==> src/rtl/ssb_pkg.sv <==
package ssb_pkg;

  typedef struct packed {
    logic lead;
    logic trail;
  } sck_ev_t;

  // edge on which MOSI is sampled
  function automatic logic sample_pick(input logic cpha, input sck_ev_t e);
    return cpha ? e.trail : e.lead;
  endfunction

  // edge on which the next MISO bit is presented
  function automatic logic shift_pick(input logic cpha, input sck_ev_t e);
    return cpha ? e.lead : e.trail;
  endfunction

  // event that opens a transfer
  function automatic logic start_pick(input logic cpha, input sck_ev_t e, input logic ss_fall);
    return cpha ? e.lead : ss_fall;
  endfunction

endpackage

==> src/rtl/ssb_sync.sv <==
module ssb_sync #(
  parameter int W = 3,
  parameter logic [W-1:0] RST_VAL = '0
) (
  input  logic         clk,
  input  logic         rst_n,
  input  logic [W-1:0] d,
  output logic [W-1:0] q
);
  for (genvar g = 0; g < W; g++) begin : g_bit
    logic meta, stab;
    always_ff @(posedge clk or negedge rst_n) begin
      if (!rst_n) begin
        meta <= RST_VAL[g];
        stab <= RST_VAL[g];
      end else begin
        meta <= d[g];
        stab <= meta;
      end
    end
    assign q[g] = stab;
  end
endmodule

==> src/rtl/ssb_edge.sv <==
module ssb_edge
  import ssb_pkg::*;
(
  input  logic    clk,
  input  logic    rst_n,
  input  logic    en,
  input  logic    cpol,
  input  logic    sck_s,
  output sck_ev_t ev
);
  logic ck, ck_d, armed;
  assign ck = sck_s ^ cpol;

  always_ff @(posedge clk or negedge rst_n) begin
    if (!rst_n) begin
      ck_d  <= 1'b0;
      armed <= 1'b0;
    end else begin
      ck_d  <= ck;
      armed <= en & (armed | ~ck);
    end
  end

  assign ev.lead  = en & armed & ck & ~ck_d;
  assign ev.trail = en & armed & ~ck & ck_d;
endmodule

==> src/rtl/ssb_tx.sv <==
module ssb_tx #(
  parameter int DATA_W = 8,
  localparam int CW = $clog2(DATA_W)
) (
  input  logic              clk,
  input  logic              rst_n,
  input  logic              tx_wr,
  input  logic [DATA_W-1:0] tx_data,
  input  logic              start,
  input  logic              shift,
  output logic              load,
  output logic              pend,
  output logic              miso
);
  logic [DATA_W-1:0] hold_q, sr_q, view;
  logic [CW-1:0]     idx_q;

  assign load = start & pend;

  always_ff @(posedge clk or negedge rst_n) begin
    if (!rst_n) begin
      hold_q <= '0;
      pend   <= 1'b0;
      sr_q   <= '0;
      idx_q  <= '0;
    end else begin
      if (tx_wr) hold_q <= tx_data;
      if (tx_wr) pend <= 1'b1;
      else if (load) pend <= 1'b0;
      if (load) sr_q <= hold_q;
      if (start) idx_q <= '0;
      else if (shift) idx_q <= idx_q + CW'(1);
    end
  end

  assign view = sr_q << idx_q;
  assign miso = view[DATA_W-1];
endmodule

==> src/rtl/ssb_rx.sv <==
module ssb_rx #(
  parameter int DATA_W = 8
) (
  input  logic              clk,
  input  logic              rst_n,
  input  logic              sample,
  input  logic              bit_in,
  input  logic              fin,
  input  logic              rx_rd,
  output logic [DATA_W-1:0] rx_data,
  output logic              rx_full,
  output logic              done
);
  logic [DATA_W-1:0] sr_q, nxt;
  assign nxt = {sr_q[DATA_W-2:0], bit_in};

  always_ff @(posedge clk or negedge rst_n) begin
    if (!rst_n) begin
      sr_q    <= '0;
      rx_data <= '0;
      rx_full <= 1'b0;
      done    <= 1'b0;
    end else begin
      if (sample) sr_q <= nxt;
      if (fin) rx_data <= nxt;
      done <= fin;
      if (fin) rx_full <= 1'b1;
      else if (rx_rd) rx_full <= 1'b0;
    end
  end
endmodule

==> src/rtl/spi_slave_buf.sv <==
module spi_slave_buf
  import ssb_pkg::*;
#(
  parameter int DATA_W = 8
) (
  input  logic              clk,
  input  logic              rst_n,
  input  logic              en,
  input  logic              cpol,
  input  logic              cpha,
  input  logic              sck_i,
  input  logic              ss_n_i,
  input  logic              mosi_i,
  input  logic              tx_wr,
  input  logic [DATA_W-1:0] tx_data,
  input  logic              rx_rd,
  output logic              miso_o,
  output logic              miso_oe,
  output logic [DATA_W-1:0] rx_data,
  output logic              rx_full,
  output logic              done
);
  localparam int CW = $clog2(DATA_W);
  localparam logic [CW-1:0] LAST = CW'(DATA_W - 1);

  logic sck_s, ss_n_s, mosi_s, ss_d;
  sck_ev_t ev;

  ssb_sync #(.W(3), .RST_VAL(3'b010)) u_sync (
    .clk(clk), .rst_n(rst_n),
    .d({sck_i, ss_n_i, mosi_i}),
    .q({sck_s, ss_n_s, mosi_s})
  );

  ssb_edge u_edge (
    .clk(clk), .rst_n(rst_n), .en(en), .cpol(cpol), .sck_s(sck_s), .ev(ev)
  );

  always_ff @(posedge clk or negedge rst_n) begin
    if (!rst_n) ss_d <= 1'b1;
    else        ss_d <= ss_n_s;
  end

  // named internal events
  logic selected, ss_fall, start_ev, sample_ev, shift_ev, done_ev, abort_ev;
  logic active, load_ev, tx_pend;
  logic [CW-1:0] cnt_q;

  assign selected  = en & ~ss_n_s;
  assign ss_fall   = en & ss_d & ~ss_n_s;
  assign start_ev  = ~active & selected & start_pick(cpha, ev, ss_fall);
  assign sample_ev = active & selected & sample_pick(cpha, ev);
  assign shift_ev  = active & selected & shift_pick(cpha, ev);
  assign done_ev   = sample_ev & (cnt_q == LAST);
  assign abort_ev  = active & ~selected;

  always_ff @(posedge clk or negedge rst_n) begin
    if (!rst_n) begin
      active <= 1'b0;
      cnt_q  <= '0;
    end else begin
      if (start_ev) active <= 1'b1;
      else if (done_ev | abort_ev) active <= 1'b0;
      if (start_ev | done_ev) cnt_q <= '0;
      else if (sample_ev) cnt_q <= cnt_q + CW'(1);
    end
  end

  ssb_tx #(.DATA_W(DATA_W)) u_tx (
    .clk(clk), .rst_n(rst_n), .tx_wr(tx_wr), .tx_data(tx_data),
    .start(start_ev), .shift(shift_ev), .load(load_ev), .pend(tx_pend),
    .miso(miso_o)
  );

  ssb_rx #(.DATA_W(DATA_W)) u_rx (
    .clk(clk), .rst_n(rst_n), .sample(sample_ev), .bit_in(mosi_s),
    .fin(done_ev), .rx_rd(rx_rd), .rx_data(rx_data), .rx_full(rx_full),
    .done(done)
  );

  assign miso_oe = selected;
endmodule

==> config.mk <==
export PLATFORM = sky130hd
export DESIGN_NAME = spi_slave_buf
export DESIGN_NICKNAME = d
export VERILOG_FILES = /design/src/rtl/ssb_pkg.sv /design/src/rtl/ssb_sync.sv /design/src/rtl/ssb_edge.sv /design/src/rtl/ssb_tx.sv /design/src/rtl/ssb_rx.sv /design/src/rtl/spi_slave_buf.sv
export SDC_FILE = /design/constraint.sdc
export NUM_CORES = 1
export LEC_CHECK = 0
export CAP_MARGIN = 5
export CORE_ASPECT_RATIO = 0.7
export CORE_MARGIN = 10
export CORE_UTILIZATION = 38
export CTS_CLUSTER_SIZE = 10
export DETAILED_ROUTE_END_ITERATION = 8
export GPL_ROUTABILITY_DRIVEN = 0
export GPL_TIMING_DRIVEN = 0
export PLACE_DENSITY_LB_ADDON = 0.2
export SLEW_MARGIN = 10
export SYNTH_ARGS = -nofsm -noshare
export SYNTH_HDL_FRONTEND = slang
export SYNTH_SLANG_ARGS = --single-unit
==> constraint.sdc <==
create_clock -name clk -period 1.9 [get_ports clk]
set_input_delay 0.57 -clock clk [delete_from_list [all_inputs] [get_ports clk]]
set_output_delay 0.57 -clock clk [all_outputs]
set_load 0.01 [all_outputs]
## Word level (Yosys, flattened, before mapping)

Cells that the tools add are included.

| cells by class | value |
|---|---|
| add/subtract/negate cells | 2 |
| equal/unequal tests | 1 |
| shift operators | 1 |
| multiplexer cells | 13 |
| bitwise gates (word level) | 26 |
| reductions and logical operators | 5 |

Operator list:

| cell | count |
|---|---|
| AND 1 bit | 17 |
| 2-to-1 mux 3 bit | 4 |
| nonzero test 2 bit | 5 |
| 2-to-1 mux 1 bit | 9 |
| left shift 8 x 3 -> 8 bit | 1 |
| adder 3 x 1 -> 3 bit (second input constant) | 2 |
| inverter 1 bit | 5 |
| equality test 3 bit (second input constant) | 1 |
| bitwise OR 1 bit | 3 |
| bitwise XOR 1 bit | 1 |

| word-level totals | value |
|---|---|
| bits in registers | 50 |
| bits of input ports | 18 |
| output and inout port bits | 12 |
| logic and storage cells | 67 |

## Logic depth before layout (Yosys ltp)

Gate-level depths: netlist of the first run.

| depth | value |
|---|---|
| depth in word-level cells | 10 |
| mapped depth | 6 |
| mapped depth without buffers | 6 |

## Modules after synthesis

Synthesis of the first run repeated with hierarchy kept, for this count alone.

| second synthesis, totals | value |
|---|---|
| cells, all modules | 131 |
| area, all modules | 2067.0 um^2 |

Modules (own cells, without submodules):

| module | times used | cells each | area each (um^2) | seq. area each (um^2) |
|---|---|---|---|---|
| ssb_tx | 1 | 52 | 828.3 | 500.5 |
| ssb_rx | 1 | 36 | 685.7 | 425.4 |
| spi_slave_buf | 1 | 26 | 282.8 | 126.4 |
| ssb_sync | 1 | 9 | 175.2 | 152.6 |
| ssb_edge | 1 | 8 | 95.1 | 50.0 |

## Worst setup path after synthesis of the first run

OpenSTA, ideal clock, no wires.

| timing path | value |
|---|---|
| kind | input -> register |
| start | in cpol |
| end | reg u_tx.sr_q[0] |
| setup time | 128 ps |
| arrival | 1943 ps |
| required time | 1772 ps |
| path slack | -170 ps |
| stages | 5 |
| buffers on the path | 1 |
| cells stage by stage | xnor2_2 o31a_1 or3b_1 buf_2 mux2_1 |

| between the ends | value |
|---|---|
| cells in the longest elaborated chain, start to end | 6 |

Ends and longest elaborated chain:

| element | RTL line | RTL |
|---|---|---|
| start, declared | spi_slave_buf.sv:9 | `input logic cpol,` |
| bitwise XOR 1 bit | ssb_edge.sv:12 | `assign ck = sck_s ^ cpol;` |
| AND 1 bit (2 in series) | ssb_edge.sv:24 | `assign ev.lead = en & armed & ck & ~ck_d;` |
| 2-to-1 mux 1 bit | ssb_pkg.sv:20 | `return cpha ? e.lead : ss_fall;` |
| AND 1 bit | spi_slave_buf.sv:51 | `assign start_ev = ~active & selected & start_pick(cpha, ev, ss_fall);` |
| AND 1 bit | ssb_tx.sv:18 | `assign load = start & pend;` |
| end signal, assigned | ssb_tx.sv:30 | `if (load) sr_q <= hold_q;` |
| end, declared | ssb_tx.sv:15 | `logic [DATA_W-1:0] hold_q, sr_q, view;` |

Every way passes these cells.
A chain may end at the register's enable or synchronous reset.

## Worst setup path in the final report of the first run

| timing path | value |
|---|---|
| start | reg u_tx.idx_q[0] |
| end | out miso_o |

| between the ends | value |
|---|---|
| cells in the longest elaborated chain, start to end | 1 |

Ends and longest elaborated chain:

| element | RTL line | RTL |
|---|---|---|
| start, declared | ssb_tx.sv:16 | `logic [CW-1:0] idx_q;` |
| start signal, assigned | ssb_tx.sv:32 | `else if (shift) idx_q <= idx_q + CW'(1);` |
| left shift 8 x 3 -> 8 bit | ssb_tx.sv:36 | `assign view = sr_q << idx_q;` |
| end, declared | spi_slave_buf.sv:17 | `output logic miso_o,` |

Every way passes these cells.

==> results.yml, run 1 <==
outcome:
  outcome: "finished with violations"
  violations: "negative setup slack"
drt:
  drt-total-wl_microns: 4330
  wl_per_cell_microns: 16.4
  drtPass1Iterations: 4
  vias: 1332
  drt_iter0_markers: 43
  postRouteAntennaNets: 0
  post_drt_via_cell_ratio: 5.05
  drc_errors: 0
logic_synthesis:
  ys_warn_count: 0
  syn-mean-instance-area_sq_um: 14.2
  ys_async_sr_fraction_pct: 100
  synth_edf_count: 0
  ys.flop_type: "dfrtp_1"
  ys_seq_elements: 50
  seq_area_frac_synth_pct: 60.8
  synth_area_sq_um: 2070
  syn-num-nets: 166
  yosys.cell_types.count: 36
  synthCells: 145
layout:
  areaGrowthSynthToFinish_pct: 32.2
  final_common_cell: "dfrtp_1"
  seq_area_sq_um: 1260
  num-nets-final: 212
  multi_input_area_sq_um: 847
  antenna_cells: 0
  final_core_util_pct: 52.0
  num-fill-cells: 438
  drive_above_1_share_pct: 40.1
  fin_cells: 264
  layout_common_cells: "dfrtp_1 (46), mux2_2 (24), clkdlybuf4s50_1 (22)"
cts:
  clk_pin_slew_ps: 90
  cts-buffers-inserted: 5
  htreeDepth: 2
  cts_buffer_depth: 2
  cts_sinks: 50
  insertion_delay_ps: 300
  tritoncts: "built"
  cts_hold_buf: 0
  root_buffer: "clkbuf_8"
floorplan:
  dieHeight_microns: 81.7
  die_area_sq_um: 8830
  core-area_sq_um: 5260
  die_x_microns: 108
  initial_core_util_pct: 39.3
  ios: 30
  placementRows: 22
sta:
  worst_slack_ps: -324
  setup_tns_ps: -324
  fmax_ghz: 0.450
  period_minus_slack_ps: 2220
  skew_ps: 5.08
  rsz0062_at_grt: "true"
  setup_viol: 1
  slew_headroom_pct: 62.6
  finalHoldViolCount: 0
  slew_viol_final: 0
  tightest_slew_ps: 561
  period_share_pct: 117
worst_setup_path:
  cp-end-kind: "output port"
  r2r_cells: 5
  r2r_end: "u_tx.sr_q[0]$_DFFE_PN0P_"
  cp_max_fo: 5
  required_ps: 1330
  r2r_setup_slack_ps: 60
  crit_path_start_kind: "flip-flop"
  r2r-start: "u_sync.g_bit[2].stab$_DFF_PN0_"
  cp.arrival_ps: 1650
  criticalPathCategory: "reg2out"
global_routing:
  gr-total-overflow: 0
  grt.total_usage_pct: 10.4
  grt_max_degree: 29
  first_global_vias: 1462
  grt_pass1_wl_microns: 7200
  grt_antenna_before_repair: 0
min_path:
  holdCritPathClass: "in2async"
power:
  irDropWorstVdd_v: 0.000427
  powerDensity_nw_per_um2: 805
  total_power_mw: 2.20
  leakage_nw: 1.25
placed_design:
  hpwlAfterDp_microns: 3000
  pre_cts_ws_ps: -767
  dp.cells: 246
  numPortBuffers: 28
job:
  cap_violations: 0
through the flow:
stage / hold WS [ps] / area (sq um)
finish: 248 / 2730
CTS: 257 / 2700
global route: 271 / 2730
floorplan: 274 / 2120
global placement: 335 / 2490
detailed placement: 338 / 2510
synth_stat cells (3+ instances only):
| master | count | area (sq um) |
|---|---|---|
| a21oi_1 | 3 | 15.0 |
| clkbuf_1 | 4 | 15.0 |
| dfrtp_1 | 47 | 1180 |
| dfstp_2 | 3 | 78.8 |
| ha_1 | 3 | 37.5 |
| inv_1 | 7 | 26.3 |
| mux2_1 | 8 | 90.1 |
| mux2_2 | 24 | 270 |
| mux2i_1 | 4 | 40.0 |
| nand2_1 | 4 | 15.0 |
| nor2b_1 | 3 | 18.8 |
| o21ai_0 | 7 | 35.0 |
per-layer routing:
metal	routed length (microns)	part of all wire, %	track usage (%)
met5	0	0	0
met4	53	1.2	3.32
met3	166	3.8	3.05
met2	2110	49	17.0
met1	2000	46	12.9
how the worst max path moves through the flow:
stage / to / from / depth (start not counted) / slack, ps
after floorplan: u_tx.sr_q[0]$_DFFE_PN0P_ / cpol / 5 / -40
after global placement: u_rx.rx_full$_DFFE_PN0P_ / rst_n / 1 / -1080
after detailed placement: u_rx.rx_data[6]$_DFFE_PN0P_ / cpol / 5 / -770
after CTS: miso_o / u_tx.idx_q[0]$_DFFE_PN0P_ / 3 / -340
after global routing: miso_o / u_tx.idx_q[0]$_DFFE_PN0P_ / 3 / -380
final: miso_o / u_tx.idx_q[0]$_DFFE_PN0P_ / 3 / -320
cell families (layout without fill, tap and decap cells):
family	count (synthesis)	count (layout)	share of synthesized area, %
muxes	38	38	21.6
adders and majority gates	3	3	1.82
xor gates and xnor gates	1	1	0.788
buffers and inverters	12	59	2.24
DFF	50	50	60.8
AOI/OAI and AO/OA	23	23	7.69
and+or+nand+nor	18	18	5.15
area by class of cell:
class                   instances  area share (%)
flip-flops and latches         50            46.0
multi-input cells              83            31.0
repair buffers                 40            13.8
well taps                      72            3.30
clock buffers                   6            3.02
plain buffers                   4            1.24
inverters                       7           0.962
clock inverters                 2           0.641
sequential cells by signal (all words and copies together) (netlist names), 3 cells and up:
name               cells
u_tx.hold_q            8
cnt_q                  3
u_rx.sr_q              7
u_sync.g_bit.stab      3
u_sync.g_bit.meta      3
u_tx.sr_q              8
u_rx.rx_data           8
u_tx.idx_q             3
worst max-delay path, cell delays in order, from the launching register on:
cell	delay, ps
dfrtp_2	430
mux4_2	520
mux2_2	280
buf_6	120
timing repair:
action / in CTS / in global routing
pin swaps: 5 / 3
endpoints found under the setup margin: 34 / 19
endpoints found under the hold margin: 0 / 0
setup buffers: 10 / 1
gates resized for setup: 23 / 9
power breakdown:
group	internal (mW)	switching [mW]	leakage, nW	total, mW
Clock	0.300	0.360	0.0514	0.660
Combinational	0.207	0.123	0.564	0.330
Sequential	1.16	0.0543	0.634	1.21
Note: power is estimated with default switching activity, not from simulation.
==> run 2: changes to the inputs <==
CAP_MARGIN = unset   (was 5)
CORE_UTILIZATION = 48   (was 38)
REMOVE_ABC_BUFFERS = 1   (was unset)
==> run 2 against run 1 <==
Compared with the run above: the flow still finishes with violations (negative setup slack); global-route usage grew 0.80 points; design area shrank 3.6%; register-to-register slack is essentially flat; cell count shrank 9.1%; non-clock buffer count shrank 4; worst hold slack lost 99 ps; die area shrank 17%; largest cell class unchanged; largest power group unchanged.
==> results.yml, run 2 (same netlist as run 1, synthesis figures left out) <==
outcome:
  outcome: "finished with violations"
  violations: "negative setup slack"
worst_setup_path:
  crit_path_start_kind: "flip-flop"
  cp-end-kind: "output port"
  cp.arrival_ps: 1650
  path_cells: "mux4_2 > mux2_2 > buf_6"
  slowest_delay_ps: 530
  crit_family: "multiplexers"
  cp_num_buf_inv: 1
  cp_max_fo: 3
  critical-path-slowest-cell: "mux4_2"
  criticalPathCategory: "reg2out"
  required_ps: 1330
  r2r_setup_slack_ps: 60
cts:
  cts-buffers-inserted: 5
  cts_hold_buf: 0
  cts_buffer_depth: 2
  cts_sinks: 50
  clk_pin_slew_ps: 90
  tritoncts: "built"
  insertion_delay_ps: 300
  root_buffer: "clkbuf_8"
  htreeDepth: 2
sta:
  setup_viol: 1
  slew_headroom_pct: 69.9
  rsz0062_at_grt: "true"
  period_share_pct: 117
  slew_viol_final: 0
  period_minus_slack_ps: 2220
  fmax_ghz: 0.451
  tightest_slew_ps: 439
  worst_slack_ps: -318
  skew_ps: 8.27
  finalHoldViolCount: 0
layout:
  areaGrowthSynthToFinish_pct: 27.5
  num-fill-cells: 295
  layout_common_cells: "dfrtp_1 (46), mux2_2 (24), clkdlybuf4s50_1 (23)"
  antenna_cells: 0
  final_common_cell: "dfrtp_1"
  final_core_util_pct: 65.2
  drive_above_1_share_pct: 33.0
  reg_top3: "u_rx.rx_data x8, u_tx.hold_q x8, u_tx.sr_q x8"
  num-nets-final: 208
floorplan:
  core-area_sq_um: 4040
  initial_core_util_pct: 51.1
  die_x_microns: 98.4
  placementRows: 19
  dieHeight_microns: 74.9
  ios: 30
  die_area_sq_um: 7370
power:
  pwr-share-comb_pct: 13.1
  clockPowerShare_pct: 30.2
  p_switching_mw: 0.516
  irDropWorstVdd_v: 0.000461
  intPower_mw: 1.62
  leakage_nw: 1.21
  total_power_mw: 2.14
  powerDensity_nw_per_um2: 812
  switching_share_pct: 24.1
  p_seq_share_pct: 56.7
global_routing:
  gr-total-overflow: 0
  grt.total_usage_pct: 11.2
  grt_max_degree: 39
  grt_pass1_wl_microns: 6670
  first_global_vias: 1377
  grt_antenna_before_repair: 0
drt:
  wl_per_cell_microns: 17.0
  post_drt_via_cell_ratio: 5.50
  postRouteAntennaNets: 0
  drt-total-wl_microns: 4090
  drc_errors: 0
  vias: 1320
  drt_iter0_markers: 54
  drtPass1Iterations: 6
job:
  cap_violations: 0
placed_design:
  numPortBuffers: 29
  hpwlAfterDp_microns: 2880
  pre_cts_ws_ps: -877
min_path:
  holdCritPathClass: "in2async"
run 2: changes by cell type in the layout (fill, tap and decap cells not counted), moves of 2 or more:
cell / delta
a2111oi_1: +2
mux2_4: -6
buf_6: -2
mux2_1: +6
run 2: power by group through the flow:
stage	Combinational, mW	Sequential, mW	Clock, mW
floorplan	0.135	1.21	0
global placement	0.225	1.22	0
detailed placement	0.242	1.23	0
CTS	0.266	1.21	0.662
global route	0.305	1.22	0.714
finish	0.280	1.21	0.646
run 2: layout make-up:
cell class	count	area, sq um	share of cell area [%]
sequential	50	1260	47.7
multi-input combinational	83	796	30.2
timing repair buffer	40	390	14.8
clock buffer	6	82.6	3.14
tap	52	65.1	2.47
inverter	7	26.3	0.998
clock inverter	2	17.5	0.665
run 2: metrics by stage:
step                TNS (ps)  hold slack, ps  area [sq um]  cells
floorplan              -1920             274          2050    140
global placement      -75170             337          2400    221
detailed placement    -24660             342          2420    222
CTS                     -329             148          2610    237
global route            -365             146          2630    240
finish                  -318             149          2630    240
run 2: what timing repair did:
action | in CTS | in global routing
resized for setup | 19 | 7
setup endpoints to repair | 34 | 17
pin swaps | 5 | 2
setup buffers | 7 | 3
run 2: worst paths after layout:
kind                                                start                        endpoint  cells after the start
max                             u_tx.idx_q[0]$_DFFE_PN0P_                          miso_o                      3
min                                                 rst_n      u_tx.hold_q[5]$_DFFE_PN0P_                      1
max reg2reg                         u_edge.ck_d$_DFF_PN0_        u_tx.sr_q[0]$_DFFE_PN0P_                      3
min reg2reg                u_sync.g_bit[2].meta$_DFF_PN0_  u_sync.g_bit[2].stab$_DFF_PN0_                      0
max in group asynchronous                           rst_n  u_sync.g_bit[1].stab$_DFF_PN1_                      2
min in group clk           u_sync.g_bit[2].meta$_DFF_PN0_  u_sync.g_bit[2].stab$_DFF_PN0_                      0
run 2: layer usage:
layer	global-route usage [%]	share of wire, %	vias to the layer above
li1	-	-	614
met1	13.8	45	671
met2	17.8	48	31
met3	5.12	5.8	4
met4	2.38	0.81	0
met5	0	0	-
run 2: worst reg2reg max path: cells and delay by family, from the launching register on:
kind / cells / cell delay [ps]
compound gates: 1 / 370
flops: 1 / 530
mux: 1 / 330
simple gates: 1 / 490
